### config.mk
export PLATFORM = sky130hd
export DESIGN_NAME = ivt_timer
export DESIGN_NICKNAME = d
export VERILOG_FILES = /design/src/rtl/ivt_pkg.sv /design/src/rtl/ivt_access.sv /design/src/rtl/ivt_prescaler.sv /design/src/rtl/ivt_counter.sv /design/src/rtl/ivt_timer.sv
export SDC_FILE = /design/constraint.sdc
export NUM_CORES = 1
export LEC_CHECK = 0
export ABC_AREA = 1
export BUFFER_PORTS_ARGS = -buffer_cell sky130_fd_sc_hd__buf_2
export CAP_MARGIN = 10
export CORE_MARGIN = 1
export CORE_UTILIZATION = 25
export CTS_BUF_LIST = sky130_fd_sc_hd__clkbuf_8 sky130_fd_sc_hd__clkbuf_16
export CTS_CLUSTER_DIAMETER = 120
export DETAILED_ROUTE_END_ITERATION = 16
export GPL_TIMING_DRIVEN = 1
export HOLD_SLACK_MARGIN = 0.08
export PLACE_DENSITY_LB_ADDON = 0.05
export SLEW_MARGIN = 20
export SYNTH_ARGS = -nofsm -noshare
export SYNTH_HDL_FRONTEND = slang
export SYNTH_HIERARCHICAL = 1
export SYNTH_SLANG_ARGS = --single-unit
### constraint.sdc
create_clock -name clk -period 2.1 [get_ports clk]
set_clock_uncertainty 0.15 [all_clocks]
set_input_delay 0.105 -clock clk [delete_from_list [all_inputs] [get_ports clk]]
set_output_delay 0.105 -clock clk [all_outputs]
set_load 0.01 [all_outputs]
### src/rtl/ivt_pkg.sv
package ivt_pkg;
    localparam int unsigned ADDR_W = 2;

    typedef enum logic [ADDR_W-1:0] {
        REG_CTRL   = 2'd0,
        REG_COUNT  = 2'd1,
        REG_RELOAD = 2'd2,
        REG_NONE   = 2'd3
    } reg_sel_e;

    // control word bit positions
    localparam int unsigned CB_TC  = 0;
    localparam int unsigned CB_RUN = 1;
    localparam int unsigned CB_PER = 2;
    localparam int unsigned CB_UAE = 3;
    localparam int unsigned CB_SEL = 4;
endpackage

### src/rtl/ivt_access.sv
module ivt_access
    import ivt_pkg::*;
(
    input  logic              bus_sel,
    input  logic              bus_wr,
    input  logic              bus_rd,
    input  logic              bus_user,
    input  logic [ADDR_W-1:0] bus_addr,
    input  logic              user_en,
    output logic              allow,
    output logic              wr_ctrl,
    output logic              wr_count,
    output logic              wr_reload,
    output logic              ctrl_touch
);
    reg_sel_e rsel;

    always_comb begin
        rsel       = reg_sel_e'(bus_addr);
        allow      = bus_sel && (!bus_user || user_en);
        wr_ctrl    = allow && bus_wr && (rsel == REG_CTRL);
        wr_count   = allow && bus_wr && (rsel == REG_COUNT);
        wr_reload  = allow && bus_wr && (rsel == REG_RELOAD);
        ctrl_touch = allow && (bus_wr || bus_rd) && (rsel == REG_CTRL);
    end
endmodule

### src/rtl/ivt_prescaler.sv
module ivt_prescaler #(
    parameter int unsigned SEL_W = 2
) (
    input  logic             clk,
    input  logic             rst_n,
    input  logic             run,
    input  logic             restart,
    input  logic [SEL_W-1:0] div_sel,
    output logic             tick
);
    localparam int unsigned PRE_W = (1 << SEL_W) - 1;

    typedef struct packed {
        logic [PRE_W-1:0] phase;
    } pre_state_t;

    pre_state_t st_d, st_q;
    logic [PRE_W-1:0] limit;

    always_comb begin
        limit = (PRE_W'(1) << div_sel) - PRE_W'(1);
        tick  = run && (st_q.phase == limit);
        st_d  = st_q;
        if (restart || tick) begin
            st_d.phase = '0;
        end else begin
            st_d.phase = st_q.phase + PRE_W'(1);
        end
    end

    always_ff @(posedge clk) begin
        if (!rst_n) begin
            st_q <= '0;
        end else begin
            st_q <= st_d;
        end
    end
endmodule

### src/rtl/ivt_counter.sv
module ivt_counter #(
    parameter int unsigned CNT_W = 32
) (
    input  logic             clk,
    input  logic             rst_n,
    input  logic             tick,
    input  logic             periodic,
    input  logic             load_en,
    input  logic [CNT_W-1:0] load_val,
    input  logic [CNT_W-1:0] reload_val,
    output logic [CNT_W-1:0] count_o,
    output logic             term_o
);
    typedef struct packed {
        logic [CNT_W-1:0] cnt;
    } cnt_state_t;

    cnt_state_t st_d, st_q;
    logic       at_zero;

    always_comb begin
        at_zero = (st_q.cnt == '0);
        term_o  = tick && !load_en && (st_q.cnt == CNT_W'(1));
        st_d    = st_q;
        if (load_en) begin
            st_d.cnt = load_val;
        end else if (tick) begin
            if (at_zero) begin
                st_d.cnt = periodic ? reload_val : '0;
            end else begin
                st_d.cnt = st_q.cnt - CNT_W'(1);
            end
        end
        count_o = st_q.cnt;
    end

    always_ff @(posedge clk) begin
        if (!rst_n) begin
            st_q <= '0;
        end else begin
            st_q <= st_d;
        end
    end
endmodule

### src/rtl/ivt_timer.sv
module ivt_timer
    import ivt_pkg::*;
#(
    parameter int unsigned CNT_W = 32,
    parameter int unsigned SEL_W = 2
) (
    input  logic              clk,
    input  logic              rst_n,
    input  logic              bus_sel,
    input  logic              bus_wr,
    input  logic              bus_rd,
    input  logic              bus_user,
    input  logic [ADDR_W-1:0] bus_addr,
    input  logic [CNT_W-1:0]  bus_wdata,
    output logic [CNT_W-1:0]  bus_rdata,
    output logic              irq_o
);
    localparam int unsigned CTRL_W = CB_SEL + SEL_W;

    typedef struct packed {
        logic             run;
        logic             per;
        logic             uae;
        logic [SEL_W-1:0] sel;
        logic             tc;
        logic [CNT_W-1:0] reload;
        logic             irq;
    } top_state_t;

    top_state_t st_d, st_q;

    logic             allow, wr_ctrl, wr_count, wr_reload, mode_acc;
    logic             tick, term, sel_change, restart;
    logic [CNT_W-1:0] count_q, reload_q;
    logic             run_q, rld_q, uae_q, tc_q;
    logic [CTRL_W-1:0] ctrl_word;

    assign run_q    = st_q.run;
    assign rld_q    = st_q.per;
    assign uae_q    = st_q.uae;
    assign tc_q     = st_q.tc;
    assign reload_q = st_q.reload;
    assign irq_o    = st_q.irq;

    ivt_access u_access (
        .bus_sel    (bus_sel),
        .bus_wr     (bus_wr),
        .bus_rd     (bus_rd),
        .bus_user   (bus_user),
        .bus_addr   (bus_addr),
        .user_en    (st_q.uae),
        .allow      (allow),
        .wr_ctrl    (wr_ctrl),
        .wr_count   (wr_count),
        .wr_reload  (wr_reload),
        .ctrl_touch (mode_acc)
    );

    ivt_prescaler #(.SEL_W(SEL_W)) u_pre (
        .clk     (clk),
        .rst_n   (rst_n),
        .run     (st_q.run),
        .restart (restart),
        .div_sel (st_q.sel),
        .tick    (tick)
    );

    ivt_counter #(.CNT_W(CNT_W)) u_cnt (
        .clk        (clk),
        .rst_n      (rst_n),
        .tick       (tick),
        .periodic   (st_q.per),
        .load_en    (wr_count),
        .load_val   (bus_wdata),
        .reload_val (st_q.reload),
        .count_o    (count_q),
        .term_o     (term)
    );

    always_comb begin
        sel_change = wr_ctrl && (bus_wdata[CB_SEL +: SEL_W] != st_q.sel);
        restart    = !st_q.run || sel_change;

        st_d = st_q;
        if (wr_ctrl) begin
            st_d.run = bus_wdata[CB_RUN];
            st_d.per = bus_wdata[CB_PER];
            st_d.uae = bus_wdata[CB_UAE];
            st_d.sel = bus_wdata[CB_SEL +: SEL_W];
        end
        if (wr_reload) begin
            st_d.reload = bus_wdata;
        end
        st_d.tc  = (st_q.tc && !mode_acc) || (term && !st_q.per);
        st_d.irq = term;

        ctrl_word         = '0;
        ctrl_word[CB_TC]  = st_q.tc;
        ctrl_word[CB_RUN] = st_q.run;
        ctrl_word[CB_PER] = st_q.per;
        ctrl_word[CB_UAE] = st_q.uae;
        ctrl_word[CB_SEL +: SEL_W] = st_q.sel;

        bus_rdata = '0;
        if (allow && bus_rd) begin
            unique case (reg_sel_e'(bus_addr))
                REG_CTRL:   bus_rdata = CNT_W'(ctrl_word);
                REG_COUNT:  bus_rdata = count_q;
                REG_RELOAD: bus_rdata = st_q.reload;
                default:    bus_rdata = '0;
            endcase
        end
    end

    always_ff @(posedge clk) begin
        if (!rst_n) begin
            st_q <= '0;
        end else begin
            st_q <= st_d;
        end
    end
endmodule

==> impl_metrics.csv <==
group,metric,value,unit
synth,synth-edff-count,0,
sta,hold_viol_final,0,
flow_run,drv_cap,0,
drt,drt_pass1_iterations,4,
global_route,grt.total_usage,19.25,%
worst_setup_path,worstPathRequired,2.22,ns
floorplanning,coreArea,0.01953,sq mm
synth,synth_area,0.005009,sq mm
worst_setup_path,reg2regPathDepth,11,
synth,synth-simple-area-share,39.90,%
worst_hold_path,hold_path_class,"input port to flop",
power,power,4.512,mW
global_route,grt_pass1_wl,30150,microns
global_route,grt_max_degree,35,
power,peakVddDrop,0.0004076,V
worst_setup_path,rrSetupSlack,0.14,ns
sta,setup_ws,0.1409,ns
sta,timing.setup.tns,0,ns
clock_tree,htree_num_levels,3,
sta,tightest_slew,0.4820,ns
global_route,grt_pass1_vias,5585,
synth,ys.flop_type,"dfxtp_1",
cells_and_area,fin_nets,971,
placed_design,hpwl,13790,microns
synth,synth-seq-cells,74,
worst_setup_path,start_kind,"flop",
synth,yosys.area_share.xor_xnor,2.273,%
placed_design,gp_congestion,0.8400,
synth,synthAdderAreaFrac,0.7494,%
synth,synth_top_family_by_area,"simple AND/OR/NAND/NOR gates",
global_route,overflow,0,
worst_setup_path,cp.arrival,2.07,ns
drt,num_vias,5552,
floorplanning,row_count,51,
drt,post_drt_via_cell_ratio,4.634,
cells_and_area,fin_util,33.97,%
worst_setup_path,end_kind,"flop",
drt,drc,0,
floorplanning,io_pins,73,
sta,setup_viol,0,
clock_tree,clock_sinks,74,
worst_setup_path,critPathKind,"flop to flop",
floorplanning,start_util,25.65,%
worst_setup_path,cp-startpoint,"u_cnt/count_o[1]$_SDFFE_PN0P_",
synth,syn_inst,797,
cells_and_area,areaGrowthSynthToFinish,32.43,%
synth,ys_seq_area_share,29.58,%
placed_design,numPortBuffers,72,
power,p_leak,3.036,nW
clock_tree,clkTransAtPathRegs,0.06,ns
sta,fmax,0.5104,GHz
worst_setup_path,reg2reg_to,"u_cnt/count_o[3]$_SDFFE_PN0P_",
cells_and_area,drive_gt1_share,21.33,%
status,outcome,"finished, final reports clean",
floorplanning,die-area,0.02060,sq mm
sta,drv_slew,0,
drt,wirelength,18840,microns
synth,ys_types,37,
floorplanning,die_x,143.5,microns
synth,synth.avg_cell_area,6.284,sq um
cells_and_area,n_fill_cell,2204,
drt,drt-wirelength-per-cell,15.73,microns
placed_design,dp_slack,0.02809,ns
worst_setup_path,crit-reg2reg-launch,"u_cnt/count_o[1]$_SDFFE_PN0P_",
synth,muxShareOfSynthArea,0,%
sta,finalCritPeriodShare,93.29,%
synth,synth-compound-area-share,18.51,%
clock_tree,clock_latency,0.34,ns
clock_tree,root_buffer,"clkbuf_16",
synth,syn-num-nets,840,
global_route,antenna_found_initial,0,
worst_setup_path,crit_path_end,"u_cnt/count_o[3]$_SDFFE_PN0P_",
clock_tree,cts-buffers-inserted,9,
synth,async_reset_ff_share,0,%
floorplanning,fp.dieH,143.5,microns
cells_and_area,antenna_cells,0,
sta,slew_headroom,67.87,%
power,power-per-cell-area,680.3,mW/mm^2
clock_tree,cts_tree,"yes",
drt,drt_iter0_markers,300,
worst_setup_path,crit_path_max_fanout,28,
drt,ant_nets,0,
synth,yosysWarnings,6,
cells_and_area,final_cell_mix,"nand2_1, nor2_1, dfxtp_1, buf_2, nand3_1",
cells_and_area,layout_commonest_cell,"nand2_1",
sta,fin_crit,1.959,ns
clock_tree,cts_buffer_depth,2,
registers in the layout, summed over array words and instances (netlist names):
name / flops
ctrl_word: 2
irq_o: 1
reload_q: 32
rld_q: 1
run_q: 1
tc_q: 1
u_cnt/count_o: 32
u_pre/st_q: 3
uae_q: 1
cell families after synthesis:
logic type      after synthesis
simple gates                455
fa+ha+maj                     3
buf+inv                      95
compound gates              157
flops                        74
xor+xnor                     13
layer usage:
layer	vias up	global-route usage [%]	wire, microns
met1	2613	24.51	8975
met5	-	0	0
met3	11	2.899	543
met2	89	33.67	9120
li1	2839	-	-
met4	0	4.927	205
power by group:
group | leakage [nW] | total [mW] | switching, mW | internal (mW)
sequential | 0.599 | 1.47 | 0.0311 | 1.43
clock | 0.165 | 1.80 | 0.659 | 1.14
combinational | 2.27 | 1.25 | 0.783 | 0.467
area by class of cell:
type | instances | area, sq um | share of cell area [%]
sequential | 74 | 1483 | 22.35
multi-input combinational | 628 | 3114 | 46.95
clock inverter | 4 | 72.57 | 1.094
timing repair buffer | 156 | 1131 | 17.05
tap | 265 | 331.6 | 4.999
inverter | 59 | 234.0 | 3.528
clock buffer | 12 | 266.5 | 4.018
worst min path at each step:
stage             startpoint                         to  cells past startpoint
2_1_floorplan  bus_wdata[17]  reload_q[17]$_SDFFE_PN0P_                      2
3_3_place_gp   bus_wdata[30]  reload_q[30]$_SDFFE_PN0P_                      3
3_5_place_dp   bus_wdata[16]  reload_q[16]$_SDFFE_PN0P_                      3
4_1_cts              bus_sel            tc_q$_SDFF_PN0_                      5
5_1_grt              bus_sel            tc_q$_SDFF_PN0_                      5
6_report             bus_sel            tc_q$_SDFF_PN0_                      5
through the flow:
step | std cells | hold WS, ns | cell area [sq um]
floorplan | 797 | 0.08991 | 5009
global placement | 1146 | 0.2018 | 5889
detailed placement | 1146 | 0.2063 | 5889
CTS | 1195 | 0.09697 | 6559
global route | 1198 | 0.1580 | 6633
finish | 1198 | 0.1041 | 6633
critical path, stage by stage, from the launching register on:
cell	delay (ns)
dfxtp_1	0.34
inv_1	0.11
ha_4	0.17
nand2_4	0.08
nor2_8	0.16
nand2_4	0.11
nor2_2	0.18
buf_12	0.20
nand3_1	0.08
o21ai_0	0.09
nand2_1	0.07
a21oi_1	0.14
timing repair:
| item | in CTS | in global routing |
|---|---|---|
| hold buffers | 33 | 0 |
| resized for setup | 0 | 11 |
| endpoints found under the setup margin | 0 | 32 |
| buffers inserted | 0 | 3 |
| endpoints found under the hold margin | 72 | 0 |
synth_stat cells, types with 2 or more instances:
cell type / number / area share [%]
nand3_1: 58 / 5.8
a21oi_2: 13 / 2.3
dfxtp_1: 74 / 30
xor2_1: 8 / 1.4
nor2_8: 4 / 1.6
o21ai_0: 51 / 5.1
nor2_2: 7 / 0.87
o21ai_1: 3 / 0.30
buf_2: 7 / 0.70
nand2_2: 13 / 1.6
nor2_1: 141 / 11
a22oi_1: 28 / 4.2
inv_1: 54 / 4.0
inv_6: 2 / 0.35
nand2_1: 212 / 16
nor2_4: 5 / 1.1
xnor2_1: 5 / 0.87
ha_1: 3 / 0.75
nand2_4: 2 / 0.45
nand4_1: 7 / 0.87
buf_6: 7 / 1.6
a21oi_1: 53 / 5.3
o21bai_1: 7 / 1.0
clkbuf_1: 20 / 1.5
(Power assumes the default switching activity.)
